<file path="config.mk">
export PLATFORM = sky130hd
export DESIGN_NAME = alu8_core
export DESIGN_NICKNAME = d
export VERILOG_FILES = /design/src/rtl/alu8_pkg.sv /design/src/rtl/alu8_addsub.sv /design/src/rtl/alu8_bitwise.sv /design/src/rtl/alu8_core.sv
export SDC_FILE = /design/constraint.sdc
export NUM_CORES = 1
export LEC_CHECK = 0
export ABC_AREA = 0
export BUFFER_PORTS_ARGS = -buffer_cell sky130_fd_sc_hd__buf_4
export CORE_MARGIN = 10
export CORE_UTILIZATION = 45
export DETAILED_ROUTE_END_ITERATION = 8
export PLACE_DENSITY = 0.72
export SLEW_MARGIN = 20
export SYNTH_ARGS = -nofsm -noshare
export SYNTH_HDL_FRONTEND = slang
export SYNTH_SLANG_ARGS = --single-unit
</file>
<file path="constraint.sdc">
create_clock -name vclk -period 9.75
set_input_delay 0.4875 -clock vclk [all_inputs]
set_output_delay 0.4875 -clock vclk [all_outputs]
set_load 0.05 [all_outputs]
</file>
<file path="src/rtl/alu8_pkg.sv">
package alu8_pkg;

  localparam int FLAG_W = 8;
  localparam int FL_S   = 7;
  localparam int FL_Z   = 6;
  localparam int FL_H   = 4;
  localparam int FL_V   = 2;
  localparam int FL_N   = 1;
  localparam int FL_C   = 0;

  typedef enum logic [3:0] {
    OP_ADD = 4'd0,
    OP_ADC = 4'd1,
    OP_SUB = 4'd2,
    OP_SBC = 4'd3,
    OP_AND = 4'd4,
    OP_OR  = 4'd5,
    OP_XOR = 4'd6,
    OP_CMP = 4'd7,
    OP_INC = 4'd8,
    OP_DEC = 4'd9,
    OP_NEG = 4'd10,
    OP_CPL = 4'd11,
    OP_CCF = 4'd12,
    OP_SCF = 4'd13
  } alu_op_e;

  typedef enum logic [1:0] {
    LG_AND = 2'd0,
    LG_OR  = 2'd1,
    LG_XOR = 2'd2
  } logic_sel_e;

endpackage

</file>
<file path="src/rtl/alu8_addsub.sv">
module alu8_addsub #(
  parameter int DATA_W = 8,
  parameter int HALF_W = 4
) (
  input  logic [DATA_W-1:0] a_in,
  input  logic [DATA_W-1:0] b_in,
  input  logic              cin_in,
  input  logic              sub_in,
  output logic [DATA_W-1:0] sum_out,
  output logic              carry_out,
  output logic              half_out,
  output logic              ovf_out
);

  localparam int MSB = DATA_W - 1;

  logic [DATA_W-1:0] b_eff;
  logic              cin_eff;
  logic [DATA_W:0]   full_sum;
  logic [HALF_W:0]   low_sum;

  // Subtraction is a + ~b + (1 - borrow); carry/borrow outputs are flipped.
  always_comb begin
    b_eff    = sub_in ? ~b_in : b_in;
    cin_eff  = cin_in ^ sub_in;
    full_sum = {1'b0, a_in} + {1'b0, b_eff} + {{DATA_W{1'b0}}, cin_eff};
    low_sum  = {1'b0, a_in[HALF_W-1:0]} + {1'b0, b_eff[HALF_W-1:0]}
             + {{HALF_W{1'b0}}, cin_eff};
    sum_out   = full_sum[MSB:0];
    carry_out = full_sum[DATA_W] ^ sub_in;
    half_out  = low_sum[HALF_W] ^ sub_in;
    ovf_out   = (a_in[MSB] == b_eff[MSB]) && (full_sum[MSB] != a_in[MSB]);
  end

endmodule

</file>
<file path="src/rtl/alu8_bitwise.sv">
module alu8_bitwise
  import alu8_pkg::*;
#(
  parameter int DATA_W = 8
) (
  input  logic [DATA_W-1:0] a_in,
  input  logic [DATA_W-1:0] b_in,
  input  logic_sel_e        sel_in,
  output logic [DATA_W-1:0] res_out,
  output logic              par_even_out
);

  always_comb begin
    case (sel_in)
      LG_AND:  res_out = a_in & b_in;
      LG_OR:   res_out = a_in | b_in;
      default: res_out = a_in ^ b_in;
    endcase
    par_even_out = ~(^res_out);
  end

endmodule

</file>
<file path="src/rtl/alu8_core.sv">
module alu8_core
  import alu8_pkg::*;
#(
  parameter int DATA_W = 8
) (
  input  logic [3:0]        op_sel,
  input  logic [DATA_W-1:0] acc_in,
  input  logic [DATA_W-1:0] opnd_in,
  input  logic [FLAG_W-1:0] flags_in,
  output logic [DATA_W-1:0] result_out,
  output logic              wr_en_out,
  output logic [FLAG_W-1:0] flags_out
);

  localparam int MSB = DATA_W - 1;

  alu_op_e           op;
  logic [DATA_W-1:0] add_a;
  logic [DATA_W-1:0] add_b;
  logic              add_cin;
  logic              add_sub;
  logic [DATA_W-1:0] add_sum;
  logic              add_c;
  logic              add_h;
  logic              add_v;
  logic_sel_e        lg_sel;
  logic [DATA_W-1:0] lg_res;
  logic              lg_par;

  assign op = alu_op_e'(op_sel);

  // Operand steering for the shared adder/subtractor.
  always_comb begin
    add_a   = acc_in;
    add_b   = opnd_in;
    add_cin = 1'b0;
    add_sub = 1'b0;
    case (op)
      OP_ADC: add_cin = flags_in[FL_C];
      OP_SUB, OP_CMP: add_sub = 1'b1;
      OP_SBC: begin
        add_sub = 1'b1;
        add_cin = flags_in[FL_C];
      end
      OP_INC: begin
        add_b   = '0;
        add_cin = 1'b1;
      end
      OP_DEC: begin
        add_b   = '0;
        add_cin = 1'b1;
        add_sub = 1'b1;
      end
      OP_NEG: begin
        add_a   = '0;
        add_b   = acc_in;
        add_sub = 1'b1;
      end
      default: ;
    endcase
  end

  always_comb begin
    case (op)
      OP_AND:  lg_sel = LG_AND;
      OP_OR:   lg_sel = LG_OR;
      default: lg_sel = LG_XOR;
    endcase
  end

  alu8_addsub #(
    .DATA_W (DATA_W),
    .HALF_W (4)
  ) u_addsub (
    .a_in      (add_a),
    .b_in      (add_b),
    .cin_in    (add_cin),
    .sub_in    (add_sub),
    .sum_out   (add_sum),
    .carry_out (add_c),
    .half_out  (add_h),
    .ovf_out   (add_v)
  );

  alu8_bitwise #(
    .DATA_W (DATA_W)
  ) u_bitwise (
    .a_in         (acc_in),
    .b_in         (opnd_in),
    .sel_in       (lg_sel),
    .res_out      (lg_res),
    .par_even_out (lg_par)
  );

  // Result, write strobe and flag composition per operation.
  always_comb begin
    result_out = acc_in;
    wr_en_out  = 1'b0;
    flags_out  = flags_in;
    case (op)
      OP_ADD, OP_ADC, OP_SUB, OP_SBC, OP_CMP, OP_NEG: begin
        result_out      = add_sum;
        wr_en_out       = (op != OP_CMP);
        flags_out[FL_S] = add_sum[MSB];
        flags_out[FL_Z] = (add_sum == '0);
        flags_out[FL_H] = add_h;
        flags_out[FL_V] = add_v;
        flags_out[FL_N] = add_sub;
        flags_out[FL_C] = add_c;
      end
      OP_INC, OP_DEC: begin
        result_out      = add_sum;
        wr_en_out       = 1'b1;
        flags_out[FL_S] = add_sum[MSB];
        flags_out[FL_Z] = (add_sum == '0);
        flags_out[FL_H] = add_h;
        flags_out[FL_V] = add_v;
        flags_out[FL_N] = add_sub;
      end
      OP_AND, OP_OR, OP_XOR: begin
        result_out      = lg_res;
        wr_en_out       = 1'b1;
        flags_out[FL_S] = lg_res[MSB];
        flags_out[FL_Z] = (lg_res == '0);
        flags_out[FL_H] = (op == OP_AND);
        flags_out[FL_V] = lg_par;
        flags_out[FL_N] = 1'b0;
        flags_out[FL_C] = 1'b0;
      end
      OP_CPL: begin
        result_out      = ~acc_in;
        wr_en_out       = 1'b1;
        flags_out[FL_H] = 1'b1;
        flags_out[FL_N] = 1'b1;
      end
      OP_CCF: begin
        flags_out[FL_C] = ~flags_in[FL_C];
        flags_out[FL_H] = flags_in[FL_C];
        flags_out[FL_N] = 1'b0;
      end
      OP_SCF: begin
        flags_out[FL_C] = 1'b1;
        flags_out[FL_H] = 1'b0;
        flags_out[FL_N] = 1'b0;
      end
      default: ;
    endcase
  end

endmodule

</file>
After elaboration in Yosys (flattened, before gate mapping)
Index checks and enable logic that the tools add are counted.

operators by class
  muxes and demuxes = 14
  reduce and logical (&&, ||, !) cells = 14
  $add $sub $neg = 4
  equal/unequal tests = 17
  bitwise gates (word level) = 10

operators with widths
  operator            number
  $pmux 8 s2          2
  $eq 4x4->1 const B  6
  $pmux 8 s3          1
  $eq 4x3->1 const B  4
  $logic_not 8->1     2
  $mux 8              2
  $not 8->8           2
  $reduce_or 6->1     2
  $reduce_or 5->1     2
  $add 8x8->9         1
  $add 9x1->9         1
  $and 8x8->8         1
  $eq 4x2->1 const B  2
  $or 8x8->8          1
  $pmux 2 s2          2
  $reduce_or 8->1     1
  $reduce_xor 8->1    1
  $xor 8x8->8         1
  $pmux 1 s2          3
  $add 4x4->5         1
  $add 5x1->5         1
  $pmux 1 s5          1
  $eq 4x1->1 const B  1
  $logic_not 4->1     1
  other kinds (13)    17

storage, ports and cells
  word-level logic and storage cells = 59
  input port bits = 28
  output and inout bits = 17
  flip-flop bits (word level) = 0

Logic depth before layout (Yosys ltp)
Gate-level depths: netlist of run 1.

  depth after elaboration = 10
  depth in mapped cells = 15
  mapped depth without buffers = 13

Hierarchy
A second synthesis of run 1 with hierarchy kept.

second synthesis, totals
  cells, all modules = 248
  area total of the unflattened synthesis = 1834.3 um^2

modules (own cells, without submodules)
  module        sequential area each (um^2)  area an instance (um^2)  times used  cells each
  alu8_core     0.0                          853.3                    1           127
  alu8_bitwise  0.0                          556.8                    1           71
  alu8_addsub   0.0                          424.2                    1           50

Least setup slack after synthesis of run 1
No wires, ideal clock.

  kind = input to output
  start point = input port op_sel[0]
  end point = output port flags_out[6]
  data required time = 9.263 ns
  setup slack = 5.109 ns
  buffers on the path = 2
  stages on the path = 15
  arrival = 4.154 ns
  path through = buf_2 -> and2_4 -> buf_6 -> nor2_1 -> nor2_1 -> a21oi_1 -> o221ai_1 -> fa_1 -> fa_1 -> nor2b_4 -> o21a_1 -> nor2_4 -> xnor2_1 -> or4_1 -> o31ai_2

between the ends
  longest elaborated chain between the ends = 9
  elaborated cells on any way between the ends = 32
  those cells by class = 2 x add/sub; 11 x eq/ne; 8 x mux; 2 x bitwise; 9 x reduce/logical

ends and longest elaborated chain
  element                    line                                RTL
  start: declaration         alu8_core.sv:6                      input logic [3:0] op_sel,
  $eq 4x4->1                 alu8_core.sv:38, alu8_core.sv:100
  $reduce_or 2->1 (no line)  --
  $pmux 8 s2                 alu8_core.sv:38                     case (op)
  $not 8->8                  alu8_addsub.sv:24                   b_eff = sub_in ? ~b_in : b_in;
  $mux 8                     alu8_addsub.sv:24
  $add 8x8->9                alu8_addsub.sv:26                   full_sum = {1'b0, a_in} + {1'b0, b_eff} + {{DATA_W{1'b0}}, cin_eff};
  $add 9x1->9                alu8_addsub.sv:26
  $logic_not 8->1            alu8_core.sv:105, alu8_core.sv:115
  $pmux 2 s2 (*)             alu8_core.sv:100                    case (op)
  end: declaration           alu8_core.sv:12                     output logic [FLAG_W-1:0] flags_out

Mark *: on every way between the ends. The rest lies on a longest branch, timed or not.

Final worst setup path of run 1
Same ends and word-level chain as after synthesis.

==> impl_metrics.toml, run 1 <==
[route]
vias = 2246
drtAntennaViolNets = 0
routed_wl_um = 6160
dr.pass1.iters = 7
drtIter0Drc = 195
wl_per_cell_um = 16.8
vias_per_cell = 6.12
drc = 0

[floorplanning]
std_cell_rows = 23
die-area_um2 = 7150
initial_core_util_pct = 46.5
fp.coreArea_um2 = 4030
ioPinCount = 45
die_x_um = 84.5
fp.dieH_um = 84.5

[power_and_ir_drop]
ir_drop_uv = 60.9
pwr-share-comb_pct = 100.0
pwr_density_cell_nw_per_um2 = 96.1
swShare_pct = 64.0
sequentialPowerShare_pct = 0
p_clk_share_pct = 0
p_sw_mw = 0.131
leakage_nw = 0.951
p_int_mw = 0.0740

[synthesis]
syn_inst = 298
synth_cell_types = 48
synth-simple-area-share_pct = 22.4
ys_seq_area_share_pct = 0
yosysWarnings = 0
synth_xor_area_share_pct = 3.74
synth_nets = 355
synth_top_family_by_area = "compound AO/OA/AOI/OAI gates"
synth-compound-area-share_pct = 42.5
synthMuxAreaShare_pct = 1.07
syn_avg_cell_area_um2 = 6.29
syn_area_um2 = 1870
synthAdderAreaFrac_pct = 20.2

[finish]
layout.nets = 376
fin_area_um2 = 2140
seq_cells = 0
layout_commonest_cell = "nor2_1"
layout_common_cells = "nor2_1, buf_4, a21oi_1, o21ai_0, ha_1"
n_antenna_cell = 0
area_growth_pct = 14.0
drive_gt1_share_pct = 14.8
seqCellArea_um2 = 0
n_clock_buffer = 0

[global_route]
grt_pass1_wl_um = 10300
overflow = 0
grt_pass1_vias = 2073
grt_max_degree = 42
antenna_found_initial = 0
grt.total_usage_pct = 16.2

[clocking]
ctsHoldBuffers = 0
cts_resized = 0
post-cts-setup-buffers = 0

[critical_path]
arrival_ps = 4230
startpoint_type = "primary input"
worstPathRequired_ps = 9260
critPathKind = "in2out"
end_kind = "output port"
path_max_fanout = 36

[hold_path]
hp-class = "in2out"

[timing]
relSlewSlack_pct = 62.5
tns_ps = 0
finalMaxSlewViolations = 0
rsz0062_at_grt = "false"
worstMarginPinSlew_ps = 562
final_hold_viol_count = 0
period_minus_slack_ps = 4710
final.period_utilization_pct = 48.3
setup_violations = 0
timing.fmax_mhz = 212

[place]
placed_area_um2 = 2140
dp_hpwl_um = 4860
io_buffers = 41
gp_congestion = 0.971

[outcome]
status = "finished, final reports clean"

[job]
max_cap_viol_count = 0
[cell families (layout without fill, tap and decap cells)]
logic type,Yosys count,after routing
multiplexers,2,2
AO/OA/AOI/OAI,127,127
XOR/XNOR,8,8
AND/OR/NAND/NOR,88,88
adder cells (fa/ha/maj),29,29
buffers and inverters,44,63
[metrics by stage]
step                      utilization [%]  worst slack, ps  power (mW)  std cells  hold slack [ps]
after floorplan                         -             5110       0.151        298             1140
after global placement               53.0             5090       0.203        367              975
after detailed placement             53.0             5050       0.204        367              975
after CTS                            53.0             5040       0.205        367              975
after global routing                 53.0             4800       0.225        367              975
final                                53.0             5040       0.205        367              975
[routing by layer]
metal / track usage [%] / vias up / routed length (um)
li1: - / 1142 / -
met5: 0 / - / 0
met2: 26.9 / 98 / 2820
met1: 22.5 / 1000 / 2890
met3: 1.45 / 6 / 389
met4: 2.25 / 0 / 67
[power by group through the flow]
stage | clock, mW | combinational, mW | sequential, mW
CTS | 0 | 0.205 | 0
global route | 0 | 0.225 | 0
global placement | 0 | 0.203 | 0
floorplan | 0 | 0.151 | 0
finish | 0 | 0.205 | 0
detailed placement | 0 | 0.204 | 0
[area by class of cell]
cell class | count | area, um2
Timing Repair Buffer | 41 | 308
Tap cell | 50 | 62.6
Fill cell | 440 | 1890
Multi-Input combinational cell | 254 | 1680
Inverter | 22 | 82.6
[synth_stat cells (8+ instances only)]
library cell | n | share of area [%]
clkbuf_1 | 14 | 2.8
ha_1 | 27 | 18
nand2_1 | 12 | 2.4
nor2_1 | 43 | 8.6
nor3_1 | 8 | 2.1
a211oi_1 | 9 | 3.6
a21oi_1 | 36 | 9.6
o21ai_0 | 31 | 8.3
inv_1 | 22 | 4.4
o22ai_1 | 10 | 3.3
[worst max-delay path, cell delays in order]
cell	delay, ps
buf_4	220
and2_4	230
nor2_1	220
nor2_1	140
a21oi_1	280
o221ai_1	180
fa_1	460
fa_1	450
nor2b_4	140
o21a_1	160
nor2_4	60
xnor2_1	160
or4_1	530
o31ai_2	260
buf_4	240
[worst paths after layout]
path	from	end	slack, ps	cells after the start
worst max-delay path	op_sel[0]	flags_out[6]	5040	15
worst min-delay path	flags_in[3]	flags_out[3]	980	0
(Power assumes the default switching activity.)
==> run 2, diff against run 1 <==
PLACE_DENSITY = 0.75   (was 0.72)
clock period = 4.1 ns   (was 9.75 ns; I/O delays follow)
==> run 2 against run 1 <==
Against the previous run: sequential cell count did not move; combinational power grew 140%; worst hold slack worse by 570 ps; via count grew 1.6%; die area unchanged; worst setup slack worse by 4800 ps; utilization up 1.9 points; largest power group unchanged; critical path depth stayed put; first-iteration DRC count fell by 13%; cell count is 2.7% higher; global-route usage grew 0.25 points; sequential share of layout area unchanged; highest routed layer unchanged.
==> impl_metrics.toml, run 2 (synthesis gave the netlist of run 1 again) <==
[finish]
layout_common_cells = "buf_4, nor2_1, a21oi_1, o21ai_0, ha_1"
fin_util_pct = 54.9
seq_cells = 0
n_clock_buffer = 0
n_antenna_cell = 0
layout.nets = 386
area_growth_pct = 18.0
layout_commonest_cell = "buf_4"
fin_area_um2 = 2210
drive_gt1_share_pct = 17.4
seqCellArea_um2 = 0

[timing]
relSlewSlack_pct = 60.4
rsz0062_at_grt = "false"
timing.fmax_mhz = 260
final_hold_viol_count = 0
worstMarginPinSlew_ps = 594
setup_violations = 0
period_minus_slack_ps = 3850
tns_ps = 0
final.period_utilization_pct = 94.0
worst_slack_ps = 246
finalMaxSlewViolations = 0

[place]
dp_hpwl_um = 5130
placed_area_um2 = 2210
preCtsSetupSlack_ps = 297
io_buffers = 41
gp_congestion = 0.941

[floorplanning]
die-area_um2 = 7150
ioPinCount = 45
initial_core_util_pct = 46.5
std_cell_rows = 23
fp.dieH_um = 84.5
die_x_um = 84.5
fp.coreArea_um2 = 4030

[global_route]
overflow = 0
antenna_found_initial = 0
grt_max_degree = 35
grt.total_usage_pct = 16.5
grt_pass1_vias = 2102
grt_pass1_wl_um = 10400

[route]
wl_per_cell_um = 17.0
vias_per_cell = 6.05
drtIter0Drc = 169
drc = 0
dr.pass1.iters = 5
drtAntennaViolNets = 0
routed_wl_um = 6400
vias = 2281

[clocking]
ctsHoldBuffers = 0
cts_resized = 0
post-cts-setup-buffers = 0

[power_and_ir_drop]
total_power_mw = 0.499
pwr_density_cell_nw_per_um2 = 225
ir_drop_uv = 132
leakage_nw = 1.00

[critical_path]
end_kind = "output port"
arrival_ps = 3650
path_max_fanout = 19
worstPathRequired_ps = 3890
timing.critical_path.slowest_cell_delay_ps = 560
cp_slowest_cell = "or4_1"
startpoint_type = "primary input"
critPathKind = "in2out"
path_cells = "buf_4 -> and2_4 -> nor2_1 -> nor2_1 -> a21oi_1 -> o221ai_1 -> fa_1 -> fa_1 -> nor2b_4 -> o21a_1 -> nor2_4 -> xnor2_1 -> or4_1 -> o31ai_2 -> buf_4"

[job]
max_cap_viol_count = 0

[outcome]
status = "finished, final reports clean"

[hold_path]
hp-class = "in2out"
-- run 2: final timing paths --
check / start / endpoint / slack, ps / depth (start not counted)
setup / recovery: op_sel[1] / flags_out[6] / 250 / 15
hold / removal: flags_in[5] / flags_out[5] / 410 / 0
-- run 2: metrics by stage --
| stage | hold slack [ps] | instances |
|---|---|---|
| floorplan | 577 | 298 |
| global placement | 410 | 377 |
| detailed placement | 410 | 377 |
| CTS | 410 | 377 |
| global route | 410 | 377 |
| finish | 410 | 377 |
-- run 2: cell type report --
cell class,count,area (um2)
Tap cell,50,62.6
Multi-Input combinational cell,254,1680
Timing Repair Buffer,51,383
Fill cell,420,1820
Inverter,22,82.6
-- run 2: worst max-delay path: cells and delay by family --
kind	cells	cell delay, ps
compound gates	4	760
xor+xnor	1	160
fa+ha+maj	2	910
buf+inv	2	410
simple gates	6	1200
-- run 2: layer usage --
layer | vias up | track usage [%] | wire, um
met5 | - | 0 | 0
met4 | 0 | 1.05 | 18
met3 | 2 | 1.93 | 461
met2 | 84 | 28.6 | 3020
met1 | 1033 | 22.0 | 2900
li1 | 1162 | - | -
-- run 2: power by group --
| part | internal (mW) | total, mW | switching, mW |
|---|---|---|---|
| Sequential | 0 | 0 | 0 |
| Clock | 0 | 0 | 0 |
| Combinational | 0.183 | 0.499 | 0.315 |
| Total | 0.183 | 0.499 | 0.315 |
